--- src/rtl/msi_pkg.sv ---
package msi_pkg;
  typedef enum logic [1:0] {
    LN_INV = 2'd0,
    LN_SHR = 2'd1,
    LN_MOD = 2'd2
  } line_st_t;

  typedef enum logic [1:0] {
    BC_RDMISS = 2'd0,
    BC_WRMISS = 2'd1,
    BC_INVAL  = 2'd2,
    BC_WRBACK = 2'd3
  } bus_cmd_t;

  typedef enum logic [2:0] {
    F_IDLE,
    F_WB,
    F_MISS,
    F_WAIT,
    F_INV,
    F_DONE
  } ctl_fsm_t;
endpackage

--- src/rtl/msi_line_store.sv ---
module msi_line_store
  import msi_pkg::*;
#(
  parameter int IDX_W  = 6,
  parameter int TAG_W  = 2,
  parameter int DATA_W = 8
) (
  input  logic              clk,
  input  logic              rst,
  input  logic [IDX_W-1:0]  a_idx,
  output line_st_t          a_st,
  output logic [TAG_W-1:0]  a_tag,
  output logic [DATA_W-1:0] a_data,
  input  logic [IDX_W-1:0]  b_idx,
  output line_st_t          b_st,
  output logic [TAG_W-1:0]  b_tag,
  output logic [DATA_W-1:0] b_data,
  input  logic              wr_en,
  input  logic              wr_fill,
  input  logic [IDX_W-1:0]  wr_idx,
  input  line_st_t          wr_st,
  input  logic [TAG_W-1:0]  wr_tag,
  input  logic [DATA_W-1:0] wr_data,
  input  logic              sn_en,
  input  logic [IDX_W-1:0]  sn_idx,
  input  line_st_t          sn_st
);
  localparam int LINES = 1 << IDX_W;

  line_st_t          st_q   [LINES];
  logic [TAG_W-1:0]  tag_q  [LINES];
  logic [DATA_W-1:0] data_q [LINES];

  // State bits need reset; a snoop update wins over a processor-side write.
  always_ff @(posedge clk) begin
    if (rst) begin
      for (int i = 0; i < LINES; i++) st_q[i] <= LN_INV;
    end else begin
      if (wr_en) st_q[wr_idx] <= wr_st;
      if (sn_en) st_q[sn_idx] <= sn_st;
    end
  end

  // Tag and data carry no reset so they can map onto RAM.
  always_ff @(posedge clk) begin
    if (wr_en && wr_fill) begin
      tag_q[wr_idx]  <= wr_tag;
      data_q[wr_idx] <= wr_data;
    end
  end

  assign a_st   = st_q[a_idx];
  assign a_tag  = tag_q[a_idx];
  assign a_data = data_q[a_idx];
  assign b_st   = st_q[b_idx];
  assign b_tag  = tag_q[b_idx];
  assign b_data = data_q[b_idx];
endmodule

--- src/rtl/msi_snoop_unit.sv ---
module msi_snoop_unit
  import msi_pkg::*;
#(
  parameter int TAG_W = 2
) (
  input  logic             snp_valid,
  input  logic [1:0]       snp_cmd,
  input  logic [TAG_W-1:0] snp_tag,
  input  line_st_t         line_st,
  input  logic [TAG_W-1:0] line_tag,
  output logic             upd_en,
  output line_st_t         upd_st,
  output logic             supply
);
  logic hit;
  assign hit = snp_valid && (line_st != LN_INV) && (line_tag == snp_tag);

  always_comb begin
    upd_en = 1'b0;
    upd_st = line_st;
    supply = 1'b0;
    if (hit) begin
      case (bus_cmd_t'(snp_cmd))
        BC_RDMISS: if (line_st == LN_MOD) begin
          supply = 1'b1;
          upd_en = 1'b1;
          upd_st = LN_SHR;
        end
        BC_WRMISS: begin
          supply = (line_st == LN_MOD);
          upd_en = 1'b1;
          upd_st = LN_INV;
        end
        BC_INVAL: if (line_st == LN_SHR) begin
          upd_en = 1'b1;
          upd_st = LN_INV;
        end
        default: ;
      endcase
    end
  end
endmodule

--- src/rtl/msi_snoop_ctrl.sv ---
module msi_snoop_ctrl
  import msi_pkg::*;
#(
  parameter int ADDR_W = 12,
  parameter int IDX_W  = 6,
  parameter int DATA_W = 8
) (
  input  logic              clk,
  input  logic              rst,
  input  logic              cpu_valid,
  input  logic              cpu_we,
  input  logic [ADDR_W-1:0] cpu_addr,
  input  logic [DATA_W-1:0] cpu_wdata,
  output logic              cpu_ready,
  output logic [DATA_W-1:0] cpu_rdata,
  output logic              bus_req,
  output logic [1:0]        bus_cmd,
  output logic [ADDR_W-1:0] bus_addr,
  output logic [DATA_W-1:0] bus_wdata,
  input  logic              bus_gnt,
  input  logic              fill_valid,
  input  logic [DATA_W-1:0] fill_data,
  input  logic              snp_valid,
  input  logic [1:0]        snp_cmd,
  input  logic [ADDR_W-1:0] snp_addr,
  output logic              snp_supply,
  output logic [DATA_W-1:0] snp_data
);
  localparam int TAG_W = ADDR_W - IDX_W;

  ctl_fsm_t          fsm_q, fsm_d;
  logic              req_q, req_d;
  bus_cmd_t          cmd_q, cmd_d;
  logic [ADDR_W-1:0] baddr_q, baddr_d;
  logic [DATA_W-1:0] bdata_q, bdata_d;
  logic              rdy_q, rdy_d;
  logic [DATA_W-1:0] rdata_q, rdata_d;
  logic              sup_q;
  logic [DATA_W-1:0] sdata_q;

  logic              latch;
  logic [ADDR_W-1:0] pend_addr;
  logic              pend_we;
  logic [DATA_W-1:0] pend_wdata;

  logic [ADDR_W-1:0] look_addr;
  logic [IDX_W-1:0]  cur_idx;
  logic [TAG_W-1:0]  cur_tag;
  line_st_t          a_st, b_st;
  logic [TAG_W-1:0]  a_tag, b_tag;
  logic [DATA_W-1:0] a_data, b_data;
  logic              hit;

  logic              wr_en, wr_fill;
  line_st_t          wr_st;
  logic [TAG_W-1:0]  wr_tag;
  logic [DATA_W-1:0] wr_data;
  logic              sn_en, sn_supply;
  line_st_t          sn_st;

  assign look_addr = (fsm_q == F_IDLE) ? cpu_addr : pend_addr;
  assign cur_idx   = look_addr[IDX_W-1:0];
  assign cur_tag   = look_addr[ADDR_W-1:IDX_W];
  assign hit       = (a_st != LN_INV) && (a_tag == cur_tag);

  msi_line_store #(.IDX_W(IDX_W), .TAG_W(TAG_W), .DATA_W(DATA_W)) u_store (
    .clk     (clk),
    .rst     (rst),
    .a_idx   (cur_idx),
    .a_st    (a_st),
    .a_tag   (a_tag),
    .a_data  (a_data),
    .b_idx   (snp_addr[IDX_W-1:0]),
    .b_st    (b_st),
    .b_tag   (b_tag),
    .b_data  (b_data),
    .wr_en   (wr_en),
    .wr_fill (wr_fill),
    .wr_idx  (cur_idx),
    .wr_st   (wr_st),
    .wr_tag  (wr_tag),
    .wr_data (wr_data),
    .sn_en   (sn_en),
    .sn_idx  (snp_addr[IDX_W-1:0]),
    .sn_st   (sn_st)
  );

  msi_snoop_unit #(.TAG_W(TAG_W)) u_snoop (
    .snp_valid (snp_valid),
    .snp_cmd   (snp_cmd),
    .snp_tag   (snp_addr[ADDR_W-1:IDX_W]),
    .line_st   (b_st),
    .line_tag  (b_tag),
    .upd_en    (sn_en),
    .upd_st    (sn_st),
    .supply    (sn_supply)
  );

  always_comb begin
    fsm_d   = fsm_q;
    req_d   = req_q;
    cmd_d   = cmd_q;
    baddr_d = baddr_q;
    bdata_d = bdata_q;
    rdy_d   = 1'b0;
    rdata_d = rdata_q;
    latch   = 1'b0;
    wr_en   = 1'b0;
    wr_fill = 1'b0;
    wr_st   = LN_INV;
    wr_tag  = cur_tag;
    wr_data = pend_wdata;
    case (fsm_q)
      F_IDLE: if (cpu_valid && !snp_valid) begin
        latch = 1'b1;
        if (hit && (!cpu_we || a_st == LN_MOD)) begin
          rdy_d = 1'b1;
          fsm_d = F_DONE;
          if (cpu_we) begin
            wr_en   = 1'b1;
            wr_fill = 1'b1;
            wr_st   = LN_MOD;
            wr_data = cpu_wdata;
            rdata_d = cpu_wdata;
          end else begin
            rdata_d = a_data;
          end
        end else if (hit) begin
          req_d   = 1'b1;
          cmd_d   = BC_INVAL;
          baddr_d = cpu_addr;
          fsm_d   = F_INV;
        end else if (a_st == LN_MOD) begin
          req_d   = 1'b1;
          cmd_d   = BC_WRBACK;
          baddr_d = {a_tag, cur_idx};
          bdata_d = a_data;
          fsm_d   = F_WB;
        end else begin
          req_d   = 1'b1;
          cmd_d   = cpu_we ? BC_WRMISS : BC_RDMISS;
          baddr_d = cpu_addr;
          fsm_d   = F_MISS;
          wr_en   = 1'b1;
          wr_st   = LN_INV;
        end
      end
      F_WB: begin
        if (a_st != LN_MOD) begin
          req_d = 1'b0;
          fsm_d = F_IDLE;
        end else if (bus_gnt) begin
          wr_en   = 1'b1;
          wr_st   = LN_INV;
          cmd_d   = pend_we ? BC_WRMISS : BC_RDMISS;
          baddr_d = pend_addr;
          fsm_d   = F_MISS;
        end
      end
      F_MISS: if (bus_gnt) begin
        req_d = 1'b0;
        fsm_d = F_WAIT;
      end
      F_WAIT: if (fill_valid) begin
        wr_en   = 1'b1;
        wr_fill = 1'b1;
        wr_st   = pend_we ? LN_MOD : LN_SHR;
        wr_data = pend_we ? pend_wdata : fill_data;
        rdata_d = pend_we ? pend_wdata : fill_data;
        rdy_d   = 1'b1;
        fsm_d   = F_DONE;
      end
      F_INV: begin
        if (!(a_st == LN_SHR && a_tag == cur_tag)) begin
          req_d = 1'b0;
          fsm_d = F_IDLE;
        end else if (bus_gnt) begin
          req_d   = 1'b0;
          wr_en   = 1'b1;
          wr_fill = 1'b1;
          wr_st   = LN_MOD;
          rdata_d = pend_wdata;
          rdy_d   = 1'b1;
          fsm_d   = F_DONE;
        end
      end
      default: fsm_d = F_IDLE;
    endcase
  end

  always_ff @(posedge clk) begin
    if (rst) begin
      fsm_q   <= F_IDLE;
      req_q   <= 1'b0;
      cmd_q   <= BC_RDMISS;
      baddr_q <= '0;
      bdata_q <= '0;
      rdy_q   <= 1'b0;
      rdata_q <= '0;
      sup_q   <= 1'b0;
      sdata_q <= '0;
    end else begin
      fsm_q   <= fsm_d;
      req_q   <= req_d;
      cmd_q   <= cmd_d;
      baddr_q <= baddr_d;
      bdata_q <= bdata_d;
      rdy_q   <= rdy_d;
      rdata_q <= rdata_d;
      sup_q   <= sn_supply;
      sdata_q <= b_data;
    end
  end

  always_ff @(posedge clk) begin
    if (latch) begin
      pend_addr  <= cpu_addr;
      pend_we    <= cpu_we;
      pend_wdata <= cpu_wdata;
    end
  end

  assign cpu_ready  = rdy_q;
  assign cpu_rdata  = rdata_q;
  assign bus_req    = req_q;
  assign bus_cmd    = cmd_q;
  assign bus_addr   = baddr_q;
  assign bus_wdata  = bdata_q;
  assign snp_supply = sup_q;
  assign snp_data   = sdata_q;
endmodule

--- config.mk ---
export PLATFORM = sky130hd
export DESIGN_NAME = msi_snoop_ctrl
export DESIGN_NICKNAME = d
export VERILOG_FILES = /design/src/rtl/msi_pkg.sv /design/src/rtl/msi_line_store.sv /design/src/rtl/msi_snoop_unit.sv /design/src/rtl/msi_snoop_ctrl.sv
export SDC_FILE = /design/constraint.sdc
export NUM_CORES = 2
export LEC_CHECK = 0
export BUFFER_PORTS_ARGS = -buffer_cell sky130_fd_sc_hd__buf_2
export CORE_MARGIN = 3
export CORE_UTILIZATION = 44
export CTS_BUF_LIST = sky130_fd_sc_hd__clkbuf_16
export DETAILED_ROUTE_END_ITERATION = 10
export PLACE_DENSITY = 0.66
export SYNTH_ARGS = -nofsm -noshare
export SYNTH_HDL_FRONTEND = slang
export SYNTH_HIERARCHICAL = 1
export SYNTH_SLANG_ARGS = --single-unit
--- constraint.sdc ---
create_clock -name clk -period 6.5 [get_ports clk]
set_input_delay 0.975 -clock clk [delete_from_list [all_inputs] [get_ports clk]]
set_output_delay 0.975 -clock clk [all_outputs]
set_load 0.01 [all_outputs]
==> results by stage <==
Run status:
- The run finished with clean final reports.

Yosys:
- The number of synthesized register bits is 1089.
- The proportion of register bits with asynchronous set or reset after synthesis is 0%.
- The synthesized area divided by synthesized cell count is 15.7 sq um.
- After synthesis the cells add up to 0.0545 sq mm.
- In this run, distinct cell masters in the synthesized netlist total 81.
- The synthesized netlist cell count is 3479.
- During synthesis, Yosys emitted a total of 6 warnings.
- For this run, the leading register cell type out of synthesis is edfxtp_1.
- The net count after synthesis is 3528.
- In this run, synthesis inferred 1045 flip-flops with an integrated enable.
- After synthesis, flip-flops and latches occupy 59.2% of the total area.

Floorplan:
- The region available for standard cell placement spans 0.122 sq mm.
- The row count is 128.
- The overall die width is 358 um.
- The total die area is 0.128 sq mm.
- The vertical extent of the die is 358 um.
- The starting density of the core is 44.5%.
- The number of top-level pins is 90.

Route:
- In the final routed layout, each cell accounts on average for 32.5 um.
- In the routed design, unresolved DRC markers number 0.
- After the first detailed-routing iteration, the DRC count stood at 5650.
- The number of antenna-violating nets in the routed design is 0.
- Using the TritonRoute via totals, the vias-per-cell ratio works out to 6.69.
- The vias after detailed routing is 37300.
- The detailed-routing iteration count for the pre-antenna-repair pass is 8.
- Summed over all layers, the routed wires come to 181000 um.

Critical path:
- For the worst flop-to-flop path, the logic depth is 22.
- STA classifies the critical path endpoint as a flop.
- The setup slack on the worst flop-to-flop path is 250 ps.
- The maximum net fanout on the critical path is 29.
- The kind of critical path is reg -> reg.
- The arrival time at the worst endpoint is 6680 ps.
- The worst setup path is launched from a flop.
- The required arrival time at the worst endpoint is 6930 ps.

STA:
- The routed design could run at a clock period as short as 6250 ps.
- The hold violation count in the final report is 0.
- For the pin with the worst max-slew slack, the measured transition is 1300 ps.
- The maximum frequency from static timing analysis is 0.160 GHz.
- On the final layout, the worst clock skew is 71.4 ps.
- After layout, the worst path uses 96.2% of the clock period.
- Setup repair after global routing left no endpoint under its margin.
- The final worst slack is 249 ps.
- The count of pins over their slew limit is 0.
- Headroom to the max-slew limit came out at 11.2%.
- The final number of setup-violating endpoints is 0.

Power and ir drop:
- The switching power summed over all nets is 10.6 mW.
- The share of total power dissipated in combinational logic is 43.9%.
- Internal power comes to 16.8 mW.
- The proportion of power drawn by flip-flops and latches is 31.5%.
- The portion of total power attributed to the clock network is 24.6%.
- The static leakage is 21.3 nW.
- The switching part of the total power is 38.6%.
- The largest vdd supply drop is 358 uV.
- In this run the power density over the cells is 429 mW/mm^2.

Global route:
- The first global-routing pass estimated 259000 um of wire.
- The total grt overflow is 0.
- Entering global routing, the biggest net connects 68 pins.
- The initial antenna violation count is 8.
- The global-route usage over all layers is 28.1%.
- The number of global-route vias before repair is 36000.

Layout:
- Cells fill 52.2% of the core in the end.
- The area taken by multi-input logic gates is 0.0208 sq mm.
- Relative to the synthesized area, the layout overhead comes to 17.2%.
- The area occupied by registers is 0.0323 sq mm.
- In the layout the commonest cells are edfxtp_1 (1045), mux4_2 (414), buf_4 (363).
- Fill cells in the final layout number 9880.
- Leaving out fill and tap cells, the most frequent cell in the layout is edfxtp_1.
- The final layout contains 3895 nets.
- The post-route netlist has 31.4% of its cells at a drive strength greater than 1.

Clock network:
- The number of buffers created by CTS is 114.
- The longest clock path from root to sink contains 3 buffers.
- CTS saw 1089 sinks.
- The cell chosen for the clock root is clkbuf_16.
- The latest clock arrival within the worst-skew pair is 750 ps.
- In this run the post-CTS setup repair buffer count came out at 0.
- The clock tree from TritonCTS is done.
- The number of hold-repair buffers added at the cts stage is 0.
- After clock tree synthesis, the clock-pin slew on the worst setup and hold paths is 60 ps.
- The maximum level of the CTS H-tree is 3.

Placement:
- The number of buffer cells added on primary ports is 89.
- The pre-CTS worst setup slack is -227 ps.
- After legalization and detailed placement, the total HPWL measured 126000 um.
- The final estimated routing congestion in global placement is 0.913.

Hold path:
- Along the worst hold path, the cell count comes to 1.
- The tightest min-delay check is of the in -> reg type.

Run:
- The max-capacitance violation count is 0.
## cells in the mapped netlist (all sizes together) (27+ instances only)
library cell | count | area, sq um
o221ai | 27 | 236
clkbuf | 117 | 439
nand2b | 29 | 181
nor2 | 250 | 948
dfxtp | 44 | 881
o21ai | 37 | 185
mux2i | 230 | 2300
edfxtp | 1045 | 31400
mux2 | 40 | 450
or3 | 71 | 444
nor2b | 53 | 332
nor3 | 28 | 165
a21oi | 35 | 175
nand3 | 43 | 215
nand2 | 275 | 1030
a22oi | 44 | 330
o22ai | 86 | 538
o31ai | 135 | 1010
mux4 | 426 | 9640
a211oi | 32 | 245
buf | 164 | 1110
## metrics by stage
| stage | TNS, ps | total power [mW] | std cells | hold slack, ps | cell area (sq um) |
|---|---|---|---|---|---|
| 3_5_place_dp | -73010 | 20.4 | 5355 | 446 | 59900 |
| 3_3_place_gp | -2910 | 20.3 | 5355 | 442 | 59900 |
| 2_1_floorplan | 0 | 15.7 | 3479 | 481 | 54500 |
| 6_report | 0 | 27.4 | 5576 | 439 | 63800 |
| 4_1_cts | 0 | 27.1 | 5572 | 395 | 63800 |
| 5_1_grt | 0 | 28.1 | 5572 | 417 | 63800 |
## kinds of logic after synthesis
group           count (synthesis)  synth area share, %
flops                        1089                 59.2
simple gates                  842                 7.37
mux                           696                 22.8
compound gates                546                 7.47
buf+inv                       290                 2.91
xor+xnor                       16                0.257
## power by group through the flow
stage | Clock (mW) | Sequential, mW | Combinational [mW]
floorplan | 0 | 8.81 | 6.89
global placement | 0 | 8.77 | 11.5
detailed placement | 0 | 8.78 | 11.6
CTS | 6.78 | 8.63 | 11.7
global route | 7.08 | 8.64 | 12.4
finish | 6.73 | 8.64 | 12.0
## final cells by class
type                            count  share of cell area [%]
Timing Repair Buffer              532                    7.55
Clock inverter                    103                    1.63
Antenna cell                        4                  0.0157
Multi-Input combinational cell   2100                    32.5
Tap cell                         1625                    3.19
Clock buffer                      114                    4.47
Inverter                            9                  0.0529
Sequential cell                  1089                    50.6
## final timing paths
kind / from / endpoint
max: fsm_q[2]$_SDFFE_PP0P_ / u_store/st_q[42][0]$_DFFE_PP_
min: cpu_wdata[3] / pend_wdata[3]$_DFFE_PP_
max reg2reg: fsm_q[2]$_SDFFE_PP0P_ / u_store/st_q[42][0]$_DFFE_PP_
min reg2reg: bus_addr[10]$_SDFFE_PP0P_ / bus_addr[10]$_SDFFE_PP0P_
## layer usage
metal / share of wire [%] / GRT usage (%) / vias up
met5: 0.0072 / 0 / -
met1: 37 / 38.3 / 19100
met3: 13 / 7.87 / 391
li1: - / - / 15100
met4: 4.6 / 10.9 / 2
met2: 45 / 43.1 / 2711
## repair_timing
| action | 4_1_cts | 5_1_grt |
|---|---|---|
| endpoints found under the hold margin | 0 | 0 |
| setup endpoints to repair | 339 | 1146 |
| resized for setup | 2 | 6 |
## state kept, by name, indices dropped and copies added, names as in the netlist, 2 cells and up
register and count:
bus_addr 12, bus_cmd 2, bus_wdata 8, cpu_rdata 8, fsm_q 3, pend_addr 12
pend_wdata 8, snp_data 8, u_store/data_q 512, u_store/st_q 128, u_store/tag_q 384
## worst max-delay path, cell delays in order, from the launching register on
cell,delay [ps]
dfxtp_1,480
inv_1,160
nand2_1,220
buf_4,180
nand2_1,80
nand2_4,390
buf_12,260
buf_12,240
mux4_2,290
o22ai_1,110
a22o_1,210
o41ai_2,1020
buf_4,300
nor2b_1,70
nand4_1,130
a21o_1,150
nand2_1,70
or2_4,320
nor2b_1,200
buf_4,220
nand2_1,230
nor2_1,80
or3_1,400
Power figures use the tool's default switching activity.
